### src/rtl/csa_pkg.sv
package csa_pkg;
  typedef enum logic {
    VAR_ADD_ONE     = 1'b0,
    VAR_DUAL_RIPPLE = 1'b1
  } csa_variant_e;
endpackage

### src/rtl/csa_fa_cell.sv
module csa_fa_cell (
  input  logic a_i,
  input  logic b_i,
  input  logic c_i,
  output logic s_o,
  output logic c_o
);
  logic p;
  assign p   = a_i ^ b_i;
  assign s_o = p ^ c_i;
  assign c_o = (a_i & b_i) | (c_i & p);
endmodule

### src/rtl/csa_ripple_chain.sv
module csa_ripple_chain #(
  parameter int unsigned WIDTH = 8
) (
  input  logic [WIDTH-1:0] a_i,
  input  logic [WIDTH-1:0] b_i,
  input  logic             c_i,
  output logic [WIDTH-1:0] s_o,
  output logic             c_o
);
  logic [WIDTH:0] carry;
  assign carry[0] = c_i;

  for (genvar i = 0; i < WIDTH; i++) begin : g_cell
    csa_fa_cell u_fa (
      .a_i(a_i[i]),
      .b_i(b_i[i]),
      .c_i(carry[i]),
      .s_o(s_o[i]),
      .c_o(carry[i+1])
    );
  end

  assign c_o = carry[WIDTH];
endmodule

### src/rtl/csa_excess_one.sv
// Adds one by toggle logic: bit i flips when every lower bit is set.
module csa_excess_one #(
  parameter int unsigned WIDTH = 8,
  localparam int unsigned VW   = WIDTH + 1
) (
  input  logic [VW-1:0] val_i,
  output logic [VW-1:0] inc_o
);
  logic [VW-1:0] low_ones;
  assign low_ones[0] = 1'b1;

  for (genvar i = 1; i < VW; i++) begin : g_pfx
    assign low_ones[i] = low_ones[i-1] & val_i[i-1];
  end

  for (genvar i = 0; i < VW; i++) begin : g_tgl
    assign inc_o[i] = val_i[i] ^ low_ones[i];
  end
endmodule

### src/rtl/csa_sel_mux.sv
module csa_sel_mux #(
  parameter int unsigned WIDTH = 8
) (
  input  logic             sel_i,
  input  logic [WIDTH-1:0] d0_i,
  input  logic [WIDTH-1:0] d1_i,
  output logic [WIDTH-1:0] q_o
);
  for (genvar i = 0; i < WIDTH; i++) begin : g_bit
    assign q_o[i] = sel_i ? d1_i[i] : d0_i[i];
  end
endmodule

### src/rtl/cs_adder_b1.sv
module cs_adder_b1
  import csa_pkg::*;
#(
  parameter int unsigned  WIDTH   = 8,
  parameter csa_variant_e VARIANT = VAR_ADD_ONE,
  localparam int unsigned RW      = WIDTH + 1
) (
  input  logic [WIDTH-1:0] a_i,
  input  logic [WIDTH-1:0] b_i,
  input  logic             cin_i,
  output logic [WIDTH-1:0] sum_o,
  output logic             cout_o
);
  logic [WIDTH-1:0] s0;
  logic             c0;
  logic [RW-1:0]    res0;
  logic [RW-1:0]    res1;
  logic [RW-1:0]    res;

  csa_ripple_chain #(.WIDTH(WIDTH)) u_chain0 (
    .a_i(a_i),
    .b_i(b_i),
    .c_i(1'b0),
    .s_o(s0),
    .c_o(c0)
  );

  assign res0 = {c0, s0};

  if (VARIANT == VAR_ADD_ONE) begin : g_add_one
    csa_excess_one #(.WIDTH(WIDTH)) u_inc (
      .val_i(res0),
      .inc_o(res1)
    );
  end else begin : g_dual
    logic [WIDTH-1:0] s1;
    logic             c1;
    csa_ripple_chain #(.WIDTH(WIDTH)) u_chain1 (
      .a_i(a_i),
      .b_i(b_i),
      .c_i(1'b1),
      .s_o(s1),
      .c_o(c1)
    );
    assign res1 = {c1, s1};
  end

  csa_sel_mux #(.WIDTH(RW)) u_sel (
    .sel_i(cin_i),
    .d0_i(res0),
    .d1_i(res1),
    .q_o(res)
  );

  assign sum_o  = res[WIDTH-1:0];
  assign cout_o = res[WIDTH];
endmodule

### config.mk
export PLATFORM = sky130hd
export DESIGN_NAME = cs_adder_b1
export DESIGN_NICKNAME = d
export VERILOG_FILES = /design/src/rtl/csa_pkg.sv /design/src/rtl/csa_fa_cell.sv /design/src/rtl/csa_ripple_chain.sv /design/src/rtl/csa_excess_one.sv /design/src/rtl/csa_sel_mux.sv /design/src/rtl/cs_adder_b1.sv
export SDC_FILE = /design/constraint.sdc
export NUM_CORES = 1
export LEC_CHECK = 0
export ABC_AREA = 1
export BUFFER_PORTS_ARGS = -buffer_cell sky130_fd_sc_hd__buf_4
export CORE_AREA = 2 2 39 41
export DETAILED_ROUTE_END_ITERATION = 7
export DIE_AREA = 0 0 41 43
export PLACE_DENSITY = 0.68
export SLEW_MARGIN = 40
export SYNTH_ARGS = -nofsm -noshare
export SYNTH_HDL_FRONTEND = slang
export SYNTH_SLANG_ARGS = --single-unit
### constraint.sdc
create_clock -name vclk -period 5.5
set_input_delay 1.1 -clock vclk [all_inputs]
set_output_delay 1.1 -clock vclk [all_outputs]
set_load 0.005 [all_outputs]
== Word level (Yosys, flattened, before mapping) ==
Cells that the tools add are included.
Storage, ports and cells
  register bits: 0
  output and inout port bits: 9
  word-level logic and storage cells: 62
Cells by class
  mux-type cells: 9
  bitwise gates (word level): 53
Operators with widths (count)
  XOR 1 bit: 23
  bitwise AND 1 bit: 22
  2-to-1 mux 1 bit: 9
  OR 1 bit: 7
  NOT 1 bit: 1

== Depth between registers and ports, before layout ==
Gate-level depths: netlist of the first run.
  depth after elaboration: 17
  gate-level depth with buffers: 15
  mapped depth without buffers: 15

== By module ==
Synthesis of the first run repeated with hierarchy kept, for this count alone.
Second synthesis, totals
  cells, all modules: 51
  area total of the unflattened synthesis: 390.4 sq um
Modules (own cells, without submodules)
  csa_fa_cell: instances 8, cells an instance 1, area each 20.0 sq um, seq. area each 0.0 sq um
  csa_sel_mux: instances 1, cells an instance 29, area each 116.4 sq um, seq. area each 0.0 sq um
  csa_excess_one: instances 1, cells an instance 13, area each 110.1 sq um, seq. area each 0.0 sq um
  cs_adder_b1: instances 1, cells an instance 1, area each 3.8 sq um, seq. area each 0.0 sq um

== Worst setup path after synthesis of the first run ==
Ideal clock, no wire load.
  path kind: input port to output port
  from: input a_i[0]
  to: output sum_o[7]
  data arrival time: 4.472 ns
  path slack: -0.072 ns
  stages on the path: 13
  buffers on the path: 0
  cells stage by stage: ha_1 -> inv_1 -> fa_1 -> fa_1 -> fa_1 -> fa_1 -> fa_1 -> fa_1 -> fa_1 -> inv_1 -> ha_1 -> nand2_1 -> o21ai_0
On the way
  longest elaborated chain between the ends: 16
  elaborated cells between the ends (all ways): 29
  those cells by class: mux (1); bitwise (28)
Ends and longest elaborated chain
  start: declaration: line cs_adder_b1.sv:8  | input logic [WIDTH-1:0] a_i,
  bitwise AND 1 bit (2 in a row): line csa_fa_cell.sv:11  | assign c_o = (a_i & b_i) | (c_i & p);
  OR 1 bit: line csa_fa_cell.sv:11
  bitwise AND 1 bit: line csa_fa_cell.sv:11
  OR 1 bit: line csa_fa_cell.sv:11
  bitwise AND 1 bit: line csa_fa_cell.sv:11
  OR 1 bit: line csa_fa_cell.sv:11
  bitwise AND 1 bit: line csa_fa_cell.sv:11
  OR 1 bit: line csa_fa_cell.sv:11
  bitwise AND 1 bit: line csa_fa_cell.sv:11
  OR 1 bit: line csa_fa_cell.sv:11
  bitwise AND 1 bit: line csa_fa_cell.sv:11
  OR 1 bit: line csa_fa_cell.sv:11
  XOR 1 bit: line csa_fa_cell.sv:10  | assign s_o = p ^ c_i;
  XOR 1 bit: line csa_excess_one.sv:17  | assign inc_o[i] = val_i[i] ^ low_ones[i];
  2-to-1 mux 1 bit *: line csa_sel_mux.sv:10  | assign q_o[i] = sel_i ? d1_i[i] : d0_i[i];
  end: declaration: line cs_adder_b1.sv:11  | output logic [WIDTH-1:0] sum_o,
Mark *: on every way between the ends. The rest lies on a longest branch, timed or not.

== Final worst setup path of the first run ==
Ends and elaborated chain as after synthesis.

==> summary.txt, run 1 <==
Route
  • Detailed Routing Iterations Pass 1: 2
  • DR vias/cell: slightly above 4
  • Antenna viol nets, final: 0
  • WL final: 825 um
  • Vias: roughly 420
  • DRT iter0 DRCs: 1
  • # DRC: 0
  • Drt wl/cell: around 8 um

STA
  • Final hold vios: 0
  • Final setup margin: -0.110 ns
  • Worst Tran Pin Value: between 0.15 and 0.2 ns
  • Max Clk Rate: ~0.18 GHz
  • Final setup violation count: 2
  • Total negative setup slack: -0.130 ns
  • Tcrit/Tclk final: 1.02
  • Max-slew violations: 0
  • Slew HR: 0.885
  • RSZ-0062 raised after global routing: true
  • Fin crit period: 5.61 ns

Cells and area
  • Design area: a little under 700 um^2
  • Nets@finish: around 120
  • Most frequent cells in the layout: 24 x buf_4, 23 x inv_1, 10 x nand2_1, 6 x fa_2, 6 x ha_1
  • Fill cells: between 100 and 150
  • Area growth syn-to-layout: 51.5%
  • Area of the multi-input gates: between 300 and 400 um^2
  • Clkbuf count: 0
  • Seq cells: 0
  • Share of cells above drive strength 1: 0.459
  • Commonest non-fill, non-tap cell in the layout: buf_4
  • Diodes inserted: 0
  • Core Util, Final: 0.503
  • Reg area: 0 um^2

Power
  • Worst IR drop on VDD: 0.0000500 V
  • Pwr dens: around 120 nW/um^2
  • P_leak: a little over 0.4 nW

Synth
  • Yosys top cell area share: 0.305
  • Seq/Total Area, Yosys: 0
  • Net count after synthesis: between 90 and 100
  • Synth unique cells: 10
  • Cells after synthesis: 60
  • Synth top area cells: fa_1 31%, ha_1 22%, inv_1 20%
  • Cell area after synthesis: approximately 460 um^2
  • Synth warn: 0
  • Synth Area per Inst: about 7.7 um^2
  • Area leader, netlist: fa_1

Floorplan
  • Std cell rows: 14
  • Die Span X: around 41 um
  • I/O Pins: 26
  • Die height: roughly 43 um
  • Initial Utilization: 0.332
  • Die area: around 1800 um^2
  • Core Area: about 1400 um^2

Global routing
  • Largest net degree at the start of global routing: 18
  • First-pass GRT wire length: roughly 1.5 mm
  • GR Overflow Total: 0
  • Global-route usage over all layers: 0.113
  • Number of global-route vias before repair: 404
  • Initial antenna violation count: 0

Setup path
  • Worst Path Arrival: around 4.5 ns
  • Crit path kind: primary input to output port
  • CP Capture Type: output port
  • Max FO, Critical Path: 2
  • Worst path top cell family by delay: adder cells
  • CP peak stage delay: around 0.5 ns
  • Critical Path Most Common Cell: fa_2
  • Critical-path cell list: buf_8, ha_4, inv_2, fa_2, fa_2, fa_2, fa_2, fa_2, fa_2, fa_1, inv_1, ha_2, nand2_1, o21ai_0, buf_4
  • CP bufs+invs: 4
  • Required time of the critical path: 4.40 ns
  • CP max-delay cell: fa_1
  • Crit start category: primary input

Run status
  • Failing checks: setup timing
  • Outcome: complete, but fails checks

Placement
  • Placed cell area: approximately 660 um^2
  • Routability cong.: ~0.62
  • I/O Buffers: 26
  • DP Wirelength: 708 um

Flow run
  • Reported max-cap violation count: 0

Clocking
  • # Post-CTS Setup Buffers: 0

Worst hold path
  • Worst Hold Launch: cin_i
  • Hold Crit Class: primary input to output port
  • Min-Delay Endpoint: sum_o[1]
  • Number of cells on the worst hold path: 3
[repair_timing]
action,CTS,global route
gates resized for setup,11,1
endpoints found under the hold margin,0,0
endpoints found under the setup margin,3,2
hold buffers,0,0
pin swaps,1,0
[worst min-delay path: stages]
cell and delay, ns:
buf_4 0.19, o21ai_2 0.06, buf_4 0.13
[per-stage QoR]
stage / power, mW / std cells / worst slack [ns] / hold WS, ns
after global placement: 0.0776 / 101 / -0.304 / 2.58
after floorplan: 0.0454 / 60 / 0.00621 / 2.37
after global routing: 0.0950 / 101 / -0.207 / 2.60
after detailed placement: 0.0803 / 101 / -0.327 / 2.58
final: 0.0831 / 101 / -0.110 / 2.58
after CTS: 0.0840 / 101 / -0.104 / 2.58
[cell families (layout without fill, tap and decap cells)]
family                     count (synthesis)  in the layout  synth area share
AOI/OAI and AO/OA                          7              7             0.101
xor gates and xnor gates                   1              1            0.0191
adders and majority gates                 15             15             0.523
buffers and inverters                     26             51             0.264
and+or+nand+nor                           11             11            0.0926
[area by class of cell]
type                       count  area share
inverter                      24       0.129
timing repair buffer          27       0.313
multi-input combinational     34       0.529
tap                           16      0.0288
[per-layer routing]
metal	wire length, um	GRT usage	part of all wire	vias to the layer above
met5	0	0	0	-
met4	0	0	0	0
met3	40	0	0.048	0
met2	492	0.206	0.60	11
met1	292	0.150	0.35	187
li1	-	-	-	220
[cell usage after synthesis (all sizes together)]
master,instances
inv,24
nand2,10
ha,8
fa,7
o21ai,7
buf,2
nand3,1
xor2,1
[worst max path at each step]
| stage | from | to | slack, ns | cells after the start |
|---|---|---|---|---|
| finish | a_i[0] | sum_o[7] | -0.11 | 15 |
| CTS | a_i[0] | sum_o[7] | -0.10 | 15 |
| floorplan | a_i[0] | sum_o[7] | 0.006 | 13 |
| global route | a_i[0] | sum_o[7] | -0.21 | 15 |
| global placement | a_i[0] | sum_o[7] | -0.30 | 15 |
| detailed placement | a_i[0] | sum_o[7] | -0.33 | 15 |
[power breakdown]
group          switching, mW  leakage [nW]  internal (mW)
sequential                 0             0              0
clock                      0             0              0
combinational         0.0355         0.414         0.0476
Power figures use the tool's default switching activity.
==> inputs of run 2 (changes only) <==
--- a/config.mk
+++ b/config.mk
@@ -10,7 +10,7 @@
 export CORE_AREA = 2 2 39 41
 export DETAILED_ROUTE_END_ITERATION = 7
 export DIE_AREA = 0 0 41 43
-export PLACE_DENSITY = 0.68
+export PLACE_DENSITY = 0.65
 export SLEW_MARGIN = 40
 export SYNTH_ARGS = -nofsm -noshare
 export SYNTH_HDL_FRONTEND = slang
==> constraint.sdc (replaced) <==
create_clock -name vclk -period 6.6
set_input_delay 1.32 -clock vclk [all_inputs]
set_output_delay 1.32 -clock vclk [all_outputs]
set_load 0.005 [all_outputs]
==> summary.txt, run 2 (same netlist as run 1, synthesis figures left out) <==
Setup path
  • Max FO, Critical Path: 2
  • Worst path top cell family by delay: adder cells
  • CP max-delay cell: fa_1
  • Worst Path Arrival: between 5 and 6 ns
  • Critical-path cell list: buf_4, ha_1, inv_1, fa_1, fa_1, fa_1, fa_1, fa_1, fa_1, fa_1, inv_1, ha_1, nand2_1, o21ai_0, buf_4
  • Crit path kind: primary input to output port
  • CP bufs+invs: 4
  • Required time of the critical path: between 5 and 6 ns
  • Critical path launch point: a_i[0]
  • Crit start category: primary input
  • Worst path depth: 15
  • CP Capture Type: output port
  • CP peak stage delay: approximately 0.51 ns
  • Critical Path Most Common Cell: fa_1
  • Crit path to: sum_o[7]

Global routing
  • Initial antenna violation count: 0
  • Number of global-route vias before repair: between 300 and 400
  • Global-route usage over all layers: 0.0930
  • Largest net degree at the start of global routing: 18
  • GR Overflow Total: 0
  • First-pass GRT wire length: 1.23 mm

Clocking
  • Hold buffer count at cts: 0
  • CTS resizes: 0
  • # Post-CTS Setup Buffers: 0

Floorplan
  • I/O Pins: 26
  • Die height: around 43 um
  • Core Area: roughly 1400 um^2
  • Std cell rows: 14
  • Die Span X: 41 um
  • Initial Utilization: 0.332
  • Die area: about 1800 um^2

Cells and area
  • Nets@finish: about 120
  • Reg area: 0 um^2
  • Share of cells above drive strength 1: 0.345
  • Fin cells: 100
  • Commonest non-fill, non-tap cell in the layout: buf_4
  • Area growth syn-to-layout: 40.1%
  • Diodes inserted: 0
  • Clkbuf count: 0
  • Most frequent cells in the layout: 26 x buf_4, 24 x inv_1, 10 x nand2_1, 8 x ha_1, 7 x fa_1
  • Seq cells: 0
  • Fill cells: 131

Flow run
  • Reported max-cap violation count: 0

Route
  • Antenna viol nets, final: 0
  • # DRC: 0
  • Vias: 410
  • Drt wl/cell: ~7.2 um
  • WL final: between 700 and 800 um
  • DRT iter0 DRCs: 2
  • Detailed Routing Iterations Pass 1: 2
  • DR vias/cell: around 4

STA
  • RSZ-0062 raised after global routing: false
  • Tcrit/Tclk final: 0.959
  • Worst Tran Pin Value: roughly 0.17 ns
  • Final setup violation count: 0
  • Total negative setup slack: 0 ns
  • Slew HR: 0.885
  • Hold slack: 3.02 ns
  • Max Clk Rate: roughly 0.16 GHz
  • Fin crit period: between 6 and 7 ns
  • Max-slew violations: 0
  • Final hold vios: 0

Placement
  • Routability cong.: about 0.71
  • DP Cell Count: 100
  • DP Wirelength: 706 um
  • I/O Buffers: 26

Worst hold path
  • Hold Crit Class: primary input to output port

Run status
  • Outcome: completed

Power
  • P_leak: 0.411 nW
  • Pwr dens: approximately 98 nW/um^2
  • Worst IR drop on VDD: about 0.000037 V
  • Design Power: 63.2 uW
run 2: worst min-delay path by stage:
| stage | slack, ns | startpoint | endpoint | cells after the start |
|---|---|---|---|---|
| after floorplan | 2.81 | cin_i | sum_o[0] | 2 |
| after global placement | 3.02 | cin_i | sum_o[1] | 3 |
| after detailed placement | 3.02 | cin_i | sum_o[1] | 3 |
| after CTS | 3.03 | cin_i | sum_o[1] | 3 |
| after global routing | 3.05 | cin_i | sum_o[1] | 3 |
| final | 3.02 | cin_i | sum_o[1] | 3 |
run 2: through the flow:
| step | utilization | worst slack [ns] | instance area [um^2] |
|---|---|---|---|
| 6_report | 0.465 | 0.273 | 643 |
| 2_1_floorplan | - | 0.588 | 459 |
| 4_1_cts | 0.465 | 0.252 | 643 |
| 5_1_grt | 0.465 | 0.119 | 643 |
| 3_3_place_gp | 0.465 | 0.274 | 643 |
| 3_5_place_dp | 0.465 | 0.265 | 643 |
run 2: layout make-up:
class	count	area, um^2	area share
repair buffers	26	195	0.304
multi-input cells	34	338	0.525
well taps	16	20.0	0.0311
inverters	24	90.1	0.140
run 2: routing by layer:
layer  up-vias  global-route usage  wire, um
met5         -                   0         0
met4         0                   0         0
met3         0                   0        41
met2         8               0.153       403
met1       183               0.141       279
li1        219                   -         -
run 2: where the power goes:
| part | switching (mW) | leakage, nW | internal (mW) |
|---|---|---|---|
| clock network | 0 | 0 | 0 |
| registers | 0 | 0 | 0 |
| logic | 0.0279 | 0.411 | 0.0353 |
| total | 0.0279 | 0.411 | 0.0353 |
==> inputs of run 3 (changes only) <==
--- a/config.mk
+++ b/config.mk
@@ -5,13 +5,12 @@
 export SDC_FILE = /design/constraint.sdc
 export NUM_CORES = 1
 export LEC_CHECK = 0
-export ABC_AREA = 1
+export ABC_AREA = 0
 export BUFFER_PORTS_ARGS = -buffer_cell sky130_fd_sc_hd__buf_4
 export CORE_AREA = 2 2 39 41
 export DETAILED_ROUTE_END_ITERATION = 7
 export DIE_AREA = 0 0 41 43
-export PLACE_DENSITY = 0.65
-export SLEW_MARGIN = 40
+export SLEW_MARGIN = 5
 export SYNTH_ARGS = -nofsm -noshare
 export SYNTH_HDL_FRONTEND = slang
 export SYNTH_SLANG_ARGS = --single-unit
==> summary.txt, run 3 <==
Power
  • Worst IR drop on VDD: between 0.00003 and 0.00004 V
  • Flop pwr share: 0
  • P_int: approximately 36 uW
  • Logic pwr share: 1.000
  • Sw Share: 0.413
  • Clock network power share: 0
  • P_leak: approximately 0.4 nW
  • Psw: between 20 and 30 uW
  • Pwr dens: 97.0 nW/um^2

Route
  • DRT iter0 DRCs: 0
  • # DRC: 0
  • WL final: 700 um
  • Detailed Routing Iterations Pass 1: 1
  • Antenna viol nets, final: 0
  • Vias: between 300 and 400
  • DR vias/cell: approximately 4
  • Drt wl/cell: between 7 and 8 um

Synth
  • Top post-synthesis cells by count: 22 x inv_1, 8 x ha_1, 7 x fa_1
  • Seq/Total Area, Yosys: 0
  • Most frequent cell after synthesis: inv_1
  • Cells after synthesis: between 50 and 60
  • Synth top area cells: fa_1 33%, ha_1 23%, inv_1 19%
  • Synth unique cells: 9
  • Synth warn: 0
  • Cell area after synthesis: approximately 430 um^2
  • Yosys top cell area share: 0.328
  • Area leader, netlist: fa_1
  • Synth Area per Inst: a little over 8 um^2
  • Net count after synthesis: between 80 and 90

Setup path
  • Max FO, Critical Path: 2
  • Worst Path Arrival: approximately 5 ns
  • Crit start category: primary input
  • CP Capture Type: output port
  • Required time of the critical path: between 5 and 6 ns
  • Crit path kind: primary input to output port

STA
  • Fin crit period: around 6.3 ns
  • Total negative setup slack: 0 ns
  • RSZ-0062 raised after global routing: false
  • Tcrit/Tclk final: 0.958
  • Hold slack: 3.02 ns
  • Max-slew violations: 0
  • Worst Tran Pin Value: approximately 0.14 ns
  • Final setup violation count: 0
  • Max Clk Rate: approximately 0.16 GHz
  • Final hold vios: 0
  • Slew HR: 0.905

Floorplan
  • Initial Utilization: 0.308
  • I/O Pins: 26
  • Die area: about 1800 um^2
  • Die Span X: 41 um
  • Core Area: 1380 um^2
  • Die height: approximately 43 um
  • Std cell rows: 14

Global routing
  • Initial antenna violation count: 0
  • First-pass GRT wire length: roughly 1.2 mm
  • Largest net degree at the start of global routing: 14
  • Global-route usage over all layers: 0.0933
  • Number of global-route vias before repair: approximately 330
  • GR Overflow Total: 0

Placement
  • Routability cong.: 0.732
  • DP Wirelength: roughly 700 um
  • I/O Buffers: 26
  • Placed cell area: ~630 um^2

Cells and area
  • Diodes inserted: 0
  • Fill cells: 145
  • Area of the multi-input gates: 333 um^2
  • Core Util, Final: 0.456
  • Area growth syn-to-layout: 47.8%
  • Clkbuf count: 0
  • Share of cells above drive strength 1: 0.390
  • Reg area: 0 um^2
  • Nets@finish: 111
  • Seq cells: 0
  • Commonest non-fill, non-tap cell in the layout: buf_4
  • Most frequent cells in the layout: 26 x buf_4, 22 x inv_1, 8 x ha_1, 7 x fa_1
  • Design area: about 630 um^2

Flow run
  • Reported max-cap violation count: 0

Clocking
  • CTS resizes: 0
  • # Post-CTS Setup Buffers: 0
  • Hold buffer count at cts: 0

Run status
  • Outcome: completed

Worst hold path
  • Hold Crit Class: primary input to output port
==> run 3: cell types whose count changed after synthesis, moves of 2 or more <==
| cell | previous run | this run |
|---|---|---|
| inv_1 | 24 | 22 |
| mux2_2 | 0 | 3 |
| nand2_1 | 10 | 4 |
| o21ai_2 | 3 | 0 |
==> run 3: power groups by stage <==
stage	Sequential (mW)	Clock (mW)	Combinational (mW)
2_1_floorplan	0	0	0.0330
3_3_place_gp	0	0	0.0625
3_5_place_dp	0	0	0.0635
4_1_cts	0	0	0.0635
5_1_grt	0	0	0.0708
6_report	0	0	0.0612
==> run 3: cell type report <==
class | count | share of cell area
repair buffers | 26 | 0.310
inverters | 22 | 0.131
well taps | 16 | 0.0317
multi-input cells | 29 | 0.528
==> run 3: final timing paths <==
| check | start | end | depth (start not counted) |
|---|---|---|---|
| max | a_i[0] | sum_o[7] | 15 |
| min | cin_i | sum_o[0] | 3 |
==> run 3: layer usage <==
metal	vias up	share of wire	track usage
met1	157	0.40	0.140
met2	8	0.55	0.153
met3	0	0.053	0.00524
met4	0	0	0
met5	-	0	0
li1	198	-	-
==> run 3: per-stage QoR <==
step / setup slack (ns) / power, mW / std cells
after floorplan: 0.584 / 0.0330 / 52
after global placement: 0.259 / 0.0625 / 93
after detailed placement: 0.251 / 0.0635 / 93
after CTS: 0.227 / 0.0635 / 93
after global routing: 0.0795 / 0.0708 / 93
final: 0.274 / 0.0612 / 93
==> run 3: kinds of logic after synthesis <==
kind of cell | Yosys count | synth area share
compound gates | 4 | 0.0469
mux | 3 | 0.0792
fa+ha+maj | 15 | 0.563
buf+inv | 23 | 0.220
xor+xnor | 2 | 0.0411
simple gates | 5 | 0.0499
==> run 3: critical path, cell delays in order <==
cell	delay [ns]
buf_4	0.08
ha_1	0.13
inv_1	0.05
fa_1	0.38
fa_1	0.39
fa_1	0.39
fa_1	0.38
fa_1	0.40
fa_1	0.39
fa_1	0.50
inv_1	0.05
ha_1	0.28
nand2_1	0.06
o21ai_0	0.07
buf_4	0.14
